File: config.mk
export PLATFORM = sky130hd
export DESIGN_NAME = cart_bank_mapper
export DESIGN_NICKNAME = d
export VERILOG_FILES = /design/src/rtl/cart_map_pkg.sv /design/src/rtl/map_regs.sv /design/src/rtl/map_prg_xlate.sv /design/src/rtl/map_wram_dec.sv /design/src/rtl/map_mirror.sv /design/src/rtl/cart_bank_mapper.sv
export SDC_FILE = /design/constraint.sdc
export NUM_CORES = 1
export LEC_CHECK = 0
export BUFFER_PORTS_ARGS = -buffer_cell sky130_fd_sc_hd__buf_2
export CAP_MARGIN = 20
export CELL_PAD_IN_SITES_DETAIL_PLACEMENT = 0
export CELL_PAD_IN_SITES_GLOBAL_PLACEMENT = 1
export CORE_UTILIZATION = 22
export DETAILED_ROUTE_END_ITERATION = 6
export PLACE_DENSITY = 0.87
export SYNTH_ARGS = -nofsm -noshare
export SYNTH_HDL_FRONTEND = slang
export SYNTH_SLANG_ARGS = --single-unit
File: constraint.sdc
create_clock -name clk_i -period 1 [get_ports clk_i]
set_input_delay 0.1 -clock clk_i [delete_from_list [all_inputs] [get_ports clk_i]]
set_output_delay 0.1 -clock clk_i [all_outputs]
set_load 0.02 [all_outputs]
File: src/rtl/cart_map_pkg.sv
package cart_map_pkg;
    parameter int CPU_AW  = 16;
    parameter int REG_W   = 4;
    parameter int PRG_W   = 5;
    parameter int WPG_W   = 2;

    localparam logic [1:0] MIR_VERT = 2'b00;
    localparam logic [1:0] MIR_HORZ = 2'b01;

    typedef struct packed {
        logic [REG_W-1:0] page;
        logic [REG_W-1:0] bank;
    } map_regs_t;
endpackage

File: src/rtl/map_regs.sv
module map_regs
    import cart_map_pkg::*;
(
    input  logic             clk_i,
    input  logic             rst_ni,
    input  logic             wr_lo_i,
    input  logic             wr_hi_i,
    input  logic [REG_W-1:0] data_i,
    output map_regs_t        regs_o
);
    map_regs_t regs_d, regs_q;

    always_comb begin
        regs_d = regs_q;
        if (wr_lo_i) regs_d.page = data_i;
        if (wr_hi_i) regs_d.bank = data_i;
    end

    always_ff @(posedge clk_i or negedge rst_ni) begin
        if (!rst_ni) regs_q <= '0;
        else         regs_q <= regs_d;
    end

    assign regs_o = regs_q;


    page_load_chk: assert property (@(posedge clk_i) disable iff (!rst_ni)
        wr_lo_i |=> regs_q.page == $past(data_i));

    bank_load_chk: assert property (@(posedge clk_i) disable iff (!rst_ni)
        (wr_hi_i && !wr_lo_i) |=> (regs_q.bank == $past(data_i)) && $stable(regs_q.page));
endmodule

File: src/rtl/map_prg_xlate.sv
module map_prg_xlate
    import cart_map_pkg::*;
(
    input  logic             half_i,
    input  logic [REG_W-1:0] bank_i,
    input  logic             a14_i,
    input  logic             mode32_i,
    input  logic [1:0]       size_i,
    output logic [PRG_W-1:0] prg_o
);
    localparam int ALWAYS_BITS = PRG_W - 2;
    logic [PRG_W-1:0] raw_d;
    logic [PRG_W-1:0] mask_d;

    always_comb begin
        if (mode32_i)  raw_d = {half_i, bank_i[REG_W-1:1], a14_i};
        else if (a14_i) raw_d = {half_i, {REG_W{1'b1}}};
        else           raw_d = {half_i, bank_i};
    end

    for (genvar i = 0; i < PRG_W; i++) begin : g_mask
        if (i < ALWAYS_BITS) begin : g_keep
            assign mask_d[i] = 1'b1;
        end else if (i == ALWAYS_BITS) begin : g_mid
            assign mask_d[i] = (size_i != 2'b00);
        end else begin : g_top
            assign mask_d[i] = size_i[1];
        end
    end

    assign prg_o = raw_d & mask_d;
endmodule

File: src/rtl/map_wram_dec.sv
module map_wram_dec
    import cart_map_pkg::*;
(
    input  logic [2:0]       addr_hi_i,
    input  logic             m2_i,
    input  logic [WPG_W-1:0] sel_i,
    output logic             ce_n_o,
    output logic [WPG_W-1:0] page_o
);
    assign ce_n_o = !(m2_i && addr_hi_i == 3'b011);
    assign page_o = sel_i;
endmodule

File: src/rtl/map_mirror.sv
module map_mirror
    import cart_map_pkg::*;
(
    input  logic [1:0] mode_i,
    input  logic       a10_i,
    input  logic       a11_i,
    input  logic       single_i,
    output logic       ciram_o
);
    always_comb begin
        case (mode_i)
            MIR_VERT: ciram_o = a10_i;
            MIR_HORZ: ciram_o = a11_i;
            default:  ciram_o = single_i;
        endcase
    end
endmodule

File: src/rtl/cart_bank_mapper.sv
module cart_bank_mapper
    import cart_map_pkg::*;
(
    input  logic              clk_i,
    input  logic              rst_ni,
    input  logic [CPU_AW-1:0] cpu_addr_i,
    input  logic [7:0]        cpu_data_i,
    input  logic              cpu_rw_i,
    input  logic              m2_i,
    input  logic              ppu_a10_i,
    input  logic              ppu_a11_i,
    input  logic              cfg_prg32_i,
    input  logic [1:0]        cfg_flash_sz_i,
    input  logic [1:0]        cfg_mirror_i,
    output logic [PRG_W-1:0]  prg_addr_o,
    output logic              rom_ce_n_o,
    output logic              rom_oe_n_o,
    output logic [WPG_W-1:0]  wram_page_o,
    output logic              wram_ce_n_o,
    output logic              ciram_a10_o
);
    localparam int A15 = CPU_AW - 1;
    localparam int A14 = CPU_AW - 2;

    logic      cpu_wr, wr_lo, wr_hi;
    map_regs_t regs;
    logic      unused_bits;

    assign unused_bits = ^{cpu_data_i[7:REG_W], cpu_addr_i[A14-2:0]};

    assign cpu_wr = m2_i && !cpu_rw_i && cpu_addr_i[A15];
    assign wr_lo  = cpu_wr && !cpu_addr_i[A14];
    assign wr_hi  = cpu_wr &&  cpu_addr_i[A14];

    map_regs u_regs (
        .clk_i  (clk_i),
        .rst_ni (rst_ni),
        .wr_lo_i(wr_lo),
        .wr_hi_i(wr_hi),
        .data_i (cpu_data_i[REG_W-1:0]),
        .regs_o (regs)
    );

    map_prg_xlate u_prg (
        .half_i  (regs.page[REG_W-1]),
        .bank_i  (regs.bank),
        .a14_i   (cpu_addr_i[A14]),
        .mode32_i(cfg_prg32_i),
        .size_i  (cfg_flash_sz_i),
        .prg_o   (prg_addr_o)
    );

    assign rom_ce_n_o = !cpu_addr_i[A15];
    assign rom_oe_n_o = !(cpu_addr_i[A15] && cpu_rw_i);

    map_wram_dec u_wram (
        .addr_hi_i(cpu_addr_i[A15:A14-1]),
        .m2_i     (m2_i),
        .sel_i    (regs.page[WPG_W:1]),
        .ce_n_o   (wram_ce_n_o),
        .page_o   (wram_page_o)
    );

    map_mirror u_mir (
        .mode_i  (cfg_mirror_i),
        .a10_i   (ppu_a10_i),
        .a11_i   (ppu_a11_i),
        .single_i(regs.page[0]),
        .ciram_o (ciram_a10_o)
    );


    fixed_bank_chk: assert property (@(posedge clk_i) disable iff (!rst_ni)
        (!cfg_prg32_i && cpu_addr_i[A15:A14] == 2'b11) |-> prg_addr_o[2:0] == 3'b111);

    half_sel_chk: assert property (@(posedge clk_i) disable iff (!rst_ni)
        cfg_prg32_i |-> prg_addr_o[0] == cpu_addr_i[A14]);

    size_mask_chk: assert property (@(posedge clk_i) disable iff (!rst_ni)
        (cfg_flash_sz_i == 2'b00) |-> prg_addr_o[PRG_W-1:PRG_W-2] == 2'b00);

    rom_oe_chk: assert property (@(posedge clk_i) disable iff (!rst_ni)
        !cpu_rw_i |-> rom_oe_n_o);

    wram_m2_chk: assert property (@(posedge clk_i) disable iff (!rst_ni)
        !wram_ce_n_o |-> m2_i);
endmodule

# --- Word-level counts from Yosys, hierarchy flattened ---
# Index checks and enable logic that the tools add are counted.
# Widths: inputs -> output; s select.
word_totals:
  inputBits: 35
  reg_bits: 8
  output_inout_bits: 11
op_classes:
  mux: 3
  reduce_logical: 13
  n_bitwise: 1
  eq_ne: 2
op_table:
  columns: ["op", "n"]
  rows:
  - ["$mux 4", 2]
  - ["$logic_and 1x1->1", 6]
  - ["$and 5x5->5", 1]
  - ["$logic_not 1->1", 5]
  - ["$eq 3x2->1 const B", 1]
  - ["$eq 2x1->1 const B", 1]
  - ["$logic_not 2->1", 1]
  - ["$pmux 1 s2", 1]
  - ["$reduce_bool 2->1", 1]

# --- Depth between registers and ports, before layout ---
# Gate-level depths: netlist of run 1.
depth:
  word_depth: 4
  mapped_depth: 2

# --- By module ---
# A second synthesis of run 1 with hierarchy kept.
unflattened:
  hier_cells: 35
  area_unflattened_um2: 424.2
by_module_without_submodules:
  columns: ["mod", "area_each_um2", "cells_per_inst", "seq_area_each_um2", "instances"]
  rows:
  - ["map_regs", 290.3, 16, 200.2, 1]
  - ["map_prg_xlate", 60.1, 9, 0.0, 1]
  - ["cart_bank_mapper", 31.3, 4, 0.0, 1]
  - ["map_wram_dec", 23.8, 3, 0.0, 1]
  - ["map_mirror", 18.8, 3, 0.0, 1]

# --- Worst setup path before layout of run 1 ---
# Ideal clock, no wire load.
synth_timing:
  path_type: "in2reg"
  from: "input cpu_rw_i"
  to: "register u_regs.regs_q[4], in the netlist u_regs.regs_o[4]"
  path_slack_ns: 0.120
  required_ns: 0.875
  stages: 2
  arrival_time_ns: 0.755
  path_cell_list: "and4bb_4 > mux2_4"
synth_between:
  elab_chain_len: 4
synth_rtl:
  columns: ["item", "line_no", "text"]
  rows:
  - ["start: declaration", "cart_bank_mapper.sv:8", "input logic cpu_rw_i,"]
  - ["$logic_not 1->1", "cart_bank_mapper.sv:31", "assign cpu_wr = m2_i && !cpu_rw_i && cpu_addr_i[A15];"]
  - ["$logic_and 1x1->1 (2 in a row)", "cart_bank_mapper.sv:31", null]
  - ["$logic_and 1x1->1", "cart_bank_mapper.sv:32", "assign wr_lo = cpu_wr && !cpu_addr_i[A14];"]
  - ["end signal: assignment", "map_regs.sv:21", "else regs_q <= regs_d;"]
  - ["end: declaration", "map_regs.sv:11", "map_regs_t regs_d, regs_q;"]
# No other way between the ends.
# A chain may end at the register's enable or synchronous reset.

# --- Worst setup path after layout of run 1 ---
layout_timing:
  from: "register u_regs.regs_q[0], in the netlist u_regs.regs_o[0]"
  to: "output prg_addr_o[0]"
layout_between:
  elab_chain_len: 3
layout_rtl:
  columns: ["item", "line_no", "text"]
  rows:
  - ["$mux 4", "map_prg_xlate.sv:17", "else if (a14_i) raw_d = {half_i, {REG_W{1'b1}}};"]
  - ["$mux 4", "map_prg_xlate.sv:16", "if (mode32_i) raw_d = {half_i, bank_i[REG_W-1:1], a14_i};"]
  - ["$and 5x5->5", "map_prg_xlate.sv:31", "assign prg_o = raw_d & mask_d;"]
  - ["end: declaration", "cart_bank_mapper.sv:15", "output logic [PRG_W-1:0] prg_addr_o,"]
# No other way between the ends.

==> metrics.yaml, run 1 <==
outcome:
  status: "finished, violations left"
  violations: "negative setup slack"
logic_synthesis:
  ys_warn_count: 0
  synth_edf_count: 0
  yosys.area.top_type: "dfrtp_1"
  ys_seq_elements: 8
  synth_fp_nets: 70
  ys_top_cells_by_area: "dfrtp_1 (46%), mux2_4 (14%), mux2_2 (10%), and4bb_4 (3.7%), buf_4 (3.4%)"
  async_flop_share: 1.000
  synthFlopType: "dfrtp_1"
  netlist_area_um2: 435.4
  synth_seq_area_share: 0.4598
  synth_most_common_cell: "dfrtp_1"
  syn_area_per_cell_um2: 12.44
  synth_cell_types: 17
  yosys-top-cells-count: "dfrtp_1 (8), mux2_2 (4), mux2_4 (4)"
  synth_top_area_frac: 0.4598
  syn_inst: 35
final_layout:
  largest_reg_flops: 8
  syn2layout_area_growth_pct: 58.62
  antenna_cells: 0
  fin_util: 0.3874
  num-fill-cells: 179
  final_layout_size_suffix_gt1_frac: 0.7164
  nNetsFinal: 104
clock_network:
  h-tree-depth: 1
  cts_root_buffer: "clkbuf_4"
  path_clk_slew_ns: 0.05
  cts_tree: "built"
  clk_path_buf_depth: 2
  cts_made_buffers: 3
  clkSinkCount: 8
  worstSkewPairLatency_ns: 0.25
floorplanning:
  die_y_um: 46.49
  ios: 46
  dieArea_um2: 2161
  dieWidth_um: 46.49
  rows: 15
  initial_core_util: 0.2442
  core-area_um2: 1783
critical_path:
  worst_setup_path_start_kind: "flop"
  r2r_cells: 2
  worstPathArrival_ns: 0.95
  startpoint: "u_regs.regs_o[0]"
  reg2reg_from: "u_regs.regs_o[7]"
  cp_slowest_stage_delay_ns: 0.38
  cp_top_family: "flip-flops"
  critPathKind: "reg -> out"
  cp_cell_sequence: "a21o_2, buf_6"
  cp.depth: 2
  slowest_stage: "dfrtp_1"
  rrSetupSlack_ns: 0.12
  critPathMaxFanout: 2
  worstReg2RegEnd: "u_regs.regs_o[7]"
  path_buf_inv: 1
  required_ns: 0.90
  setup.worst_path.end: "prg_addr_o[0]"
  end_kind: "primary output"
global_route:
  antenna_found_initial: 0
  grt_max_degree: 9
  grt_pass1_wl_um: 1518
  grt_pass1_vias: 366
  overflow: 0
  grt_use_total: 0.1106
timing:
  maxSlewViolCount: 0
  fmax_ghz: 0.9558
  fin_crit_sh: 1.046
  setup_tns_ns: -0.05068
  fin_skew_ns: 0
  setup_slack_ns: -0.04626
  relSlewSlack: 0.8107
  setup_viol: 2
  max_slew.worst_pin.slew_ns: 0.2839
  min_period_ns: 1.046
  fin_hold_ws_ns: 0.09208
  hold_viol: 0
  rsz0062_at_grt: "true"
pwr:
  switchingPower_mw: 0.3169
  pwr-share-comb: 0.380
  power_mw: 1.090
  seq_power_share: 0.398
  p_int_mw: 0.7730
  leakagePower_nw: 0.3619
  clkPwrFrac: 0.221
  p_sw_frac: 0.2908
  irDropWorstVdd_mv: 0.5495
  power_density_nw_per_um2: 1578
route:
  num_vias: 379
  drc: 0
  antenna_left: 0
  drt_wl_total_um: 995
  drtIter0Drc: 8
  wl_per_cell_um: 10.82
  dr.pass1.iters: 2
  viasPerCell: 4.120
min_path:
  hold_class: "in -> reg"
placement:
  dpl_worst_slack_ns: -0.04481
  dp_hpwl_um: 774.2
  finalWeightedCongestion: 0.6675
  io_buffer_count: 28
run:
  maxCapViolCount: 0
==> power groups by stage <==
stage | Clock (mW) | Combinational [mW] | Sequential (mW)
final | 0.241 | 0.414 | 0.434
after global routing | 0.266 | 0.451 | 0.441
after CTS | 0.251 | 0.411 | 0.433
after detailed placement | 0 | 0.329 | 0.437
after global placement | 0 | 0.324 | 0.432
after floorplan | 0 | 0.241 | 0.424
==> layout make-up <==
type / count / area [um^2] / share of cell area
sequential: 8 / 200.2 / 0.2899
clock buffer: 3 / 22.52 / 0.03261
multi-input combinational: 22 / 230.2 / 0.3333
timing repair buffer: 31 / 195.2 / 0.2826
tap: 25 / 31.28 / 0.04529
inverter: 3 / 11.26 / 0.01630
==> cells by family after synthesis <==
group           Yosys count  synth area share
compound gates            3           0.04309
buf+inv                   5           0.06033
simple gates             10            0.1724
flops                     8            0.4598
mux                       9            0.2644
==> through the flow <==
| step | std cells | instance area (um^2) |
|---|---|---|
| finish | 92 | 690.7 |
| global route | 92 | 690.7 |
| CTS | 92 | 684.4 |
| detailed placement | 87 | 599.3 |
| global placement | 87 | 599.3 |
| floorplan | 35 | 435.4 |
==> cell usage in the layout, fill, tap and decap left out, types with 2 or more instances in the layout <==
master,netlist,layout
buf_2,0,22
buf_4,2,4
buf_6,0,4
clkbuf_4,0,3
dfrtp_1,8,8
inv_1,3,3
mux2_2,4,4
mux2_4,4,4
nand2_1,2,2
nand2b_4,0,2
==> layer usage <==
metal	vias to the layer above	wire length [um]	global-route usage
met5	-	0	0
met4	0	0	0.03529
met3	0	89	0.07451
met2	17	486	0.1556
met1	176	420	0.1337
li1	186	-	-
==> timing repair <==
| action | in CTS | in global routing |
|---|---|---|
| setup buffers | 1 | 0 |
| endpoints found under the hold margin | 8 | 0 |
| setup endpoints to repair | 6 | 6 |
| pin swaps | 3 | 0 |
| resized for setup | 13 | 2 |
| hold buffers | 1 | 0 |
==> how the worst min path moves through the flow <==
stage,start,end,depth (start not counted)
after floorplan,rst_ni,u_regs.regs_o[0],0
after global placement,rst_ni,u_regs.regs_o[7],1
after detailed placement,rst_ni,u_regs.regs_o[7],1
after CTS,cpu_data_i[0],u_regs.regs_o[4],2
after global routing,cpu_data_i[2],u_regs.regs_o[6],2
final,cpu_data_i[0],u_regs.regs_o[4],2
Note: power is estimated with default switching activity, not from simulation.
==> inputs of run 2 (changes only) <==
--- a/config.mk
+++ b/config.mk
@@ -9,9 +9,9 @@
 export CAP_MARGIN = 20
 export CELL_PAD_IN_SITES_DETAIL_PLACEMENT = 0
 export CELL_PAD_IN_SITES_GLOBAL_PLACEMENT = 1
-export CORE_UTILIZATION = 22
+export CORE_UTILIZATION = 20
 export DETAILED_ROUTE_END_ITERATION = 6
-export PLACE_DENSITY = 0.87
+export PLACE_DENSITY = 0.84
 export SYNTH_ARGS = -nofsm -noshare
 export SYNTH_HDL_FRONTEND = slang
 export SYNTH_SLANG_ARGS = --single-unit
==> constraint.sdc (replaced) <==
create_clock -name clk_i -period 0.85 [get_ports clk_i]
set_input_delay 0.085 -clock clk_i [delete_from_list [all_inputs] [get_ports clk_i]]
set_output_delay 0.085 -clock clk_i [all_outputs]
set_load 0.02 [all_outputs]
==> run 2 against run 1 <==
Compared with the run above: the run still ends with negative setup slack left; sequential power up 18%; largest cell class unchanged; clock skew unchanged; total power up 21%; utilization down 3.3 points; critical path depth unchanged; largest power group unchanged; routed wire length down 3.8%; first-iteration DRC count down 38%; non-clock buffer count up 1; hold slack worse by 0.0076 ns.
==> metrics.yaml, run 2 (synthesized netlist as in run 1, its figures left out) <==
timing:
  fmax_ghz: 0.9662
  relSlewSlack: 0.8453
  setup_slack_ns: -0.1850
  setup_tns_ns: -0.8504
  max_slew.worst_pin.slew_ns: 0.2321
  setup_viol: 9
  maxSlewViolCount: 0
  min_period_ns: 1.035
  fin_crit_sh: 1.218
  hold_viol: 0
  fin_skew_ns: 0
  rsz0062_at_grt: "true"
pwr:
  pwr-share-comb: 0.389
  switchingPower_mw: 0.3790
  p_sw_frac: 0.2885
  p_int_mw: 0.9345
  leakagePower_nw: 0.3702
  power_density_nw_per_um2: 1851
  clkPwrFrac: 0.220
  seq_power_share: 0.391
  power_mw: 1.313
  irDropWorstVdd_mv: 0.7320
clock_network:
  path_clk_slew_ns: 0.05
  clk_path_buf_depth: 2
  cts_made_buffers: 3
  cts_root_buffer: "clkbuf_4"
  h-tree-depth: 1
  cts_tree: "built"
  clkSinkCount: 8
  worstSkewPairLatency_ns: 0.25
final_layout:
  final_layout_size_suffix_gt1_frac: 0.7059
  stdcell_area_um2: 709.4
  layout_common_cells: "buf_2 (20), dfrtp_1 (8), buf_6 (6)"
  syn2layout_area_growth_pct: 62.93
  mostFrequentLayoutCell: "buf_2"
  largest_reg_flops: 8
  antenna_cells: 0
  nNetsFinal: 105
floorplanning:
  dieArea_um2: 2368
  dieWidth_um: 48.66
  core-area_um2: 2002
  initial_core_util: 0.2175
  die_y_um: 48.66
  ios: 46
  rows: 16
route:
  num_vias: 384
  drc: 0
  wl_per_cell_um: 10.07
  viasPerCell: 4.042
  drtIter0Drc: 5
  dr.pass1.iters: 2
  antenna_left: 0
  drt_wl_total_um: 957
outcome:
  violations: "negative setup slack"
  status: "finished, violations left"
critical_path:
  required_ns: 0.76
  end_kind: "primary output"
  critPathMaxFanout: 2
  critPathKind: "reg -> out"
  worst_setup_path_start_kind: "flop"
  worstPathArrival_ns: 0.95
global_route:
  antenna_found_initial: 0
  grt_use_total: 0.09451
  grt_pass1_wl_um: 1628
  grt_pass1_vias: 361
  overflow: 0
  grt_max_degree: 9
min_path:
  hold_class: "in -> reg"
run:
  maxCapViolCount: 0
placement:
  io_buffer_count: 28
  placed_area_um2: 609.3
  finalWeightedCongestion: 0.6637
run 2: cell count changes in the layout (fill, tap and decap cells not counted), sizes merged:
cell	before	now
buf	30	31
run 2: what timing repair did:
action,in CTS,in global routing
buffers inserted,0,1
endpoints found under the hold margin,8,0
hold buffers,1,0
setup endpoints to repair,8,8
gates resized for setup,18,0
pin swaps,3,0
run 2: layer usage:
layer,share of wire,vias up,track usage
li1,-,186,-
met1,0.47,176,0.1219
met2,0.43,22,0.1204
met3,0.11,0,0.05975
met4,0,0,0.04412
met5,0,-,0
run 2: final cells by class:
class                      instances  area (um^2)
sequential                         8        200.2
fill                             212         1292
timing repair buffer              32        215.2
tap                               27        33.78
inverter                           3        11.26
multi-input combinational         22        226.5
clock buffer                       3        22.52
run 2: power by group through the flow:
| stage | logic (mW) | registers (mW) | clock network [mW] |
|---|---|---|---|
| after floorplan | 0.283 | 0.499 | 0 |
| after global placement | 0.385 | 0.516 | 0 |
| after detailed placement | 0.390 | 0.516 | 0 |
| after CTS | 0.499 | 0.515 | 0.301 |
| after global routing | 0.545 | 0.520 | 0.335 |
| final | 0.511 | 0.514 | 0.289 |
run 2: critical path, stage by stage (launching register included):
cell and delay (ns):
dfrtp_1 0.38, a21o_2 0.20, buf_6 0.12
run 2: path summary, 6_finish.rpt:
path	startpoint	to	slack, ns	cells past startpoint
worst max-delay path	u_regs.regs_o[0]	prg_addr_o[0]	-0.19	2
worst min-delay path	cpu_data_i[0]	u_regs.regs_o[4]	0.08	2
worst max register to register	u_regs.regs_o[7]	u_regs.regs_o[7]	-0.03	2
worst min register to register	u_regs.regs_o[3]	u_regs.regs_o[3]	0.50	1
max in group asynchronous	rst_ni	u_regs.regs_o[5]	0.48	2
min in group asynchronous	rst_ni	u_regs.regs_o[2]	0.20	2
run 2: metrics by stage:
step | hold slack [ns] | util | setup WS, ns | instances
finish | 0.08444 | 0.3544 | -0.1850 | 95
global route | 0.07411 | 0.3544 | -0.2121 | 95
CTS | 0.07760 | 0.3506 | -0.1893 | 94
detailed placement | -0.06133 | 0.3044 | -0.1672 | 90
global placement | -0.07063 | 0.3044 | -0.1486 | 90
floorplan | -0.2106 | - | -0.01491 | 35
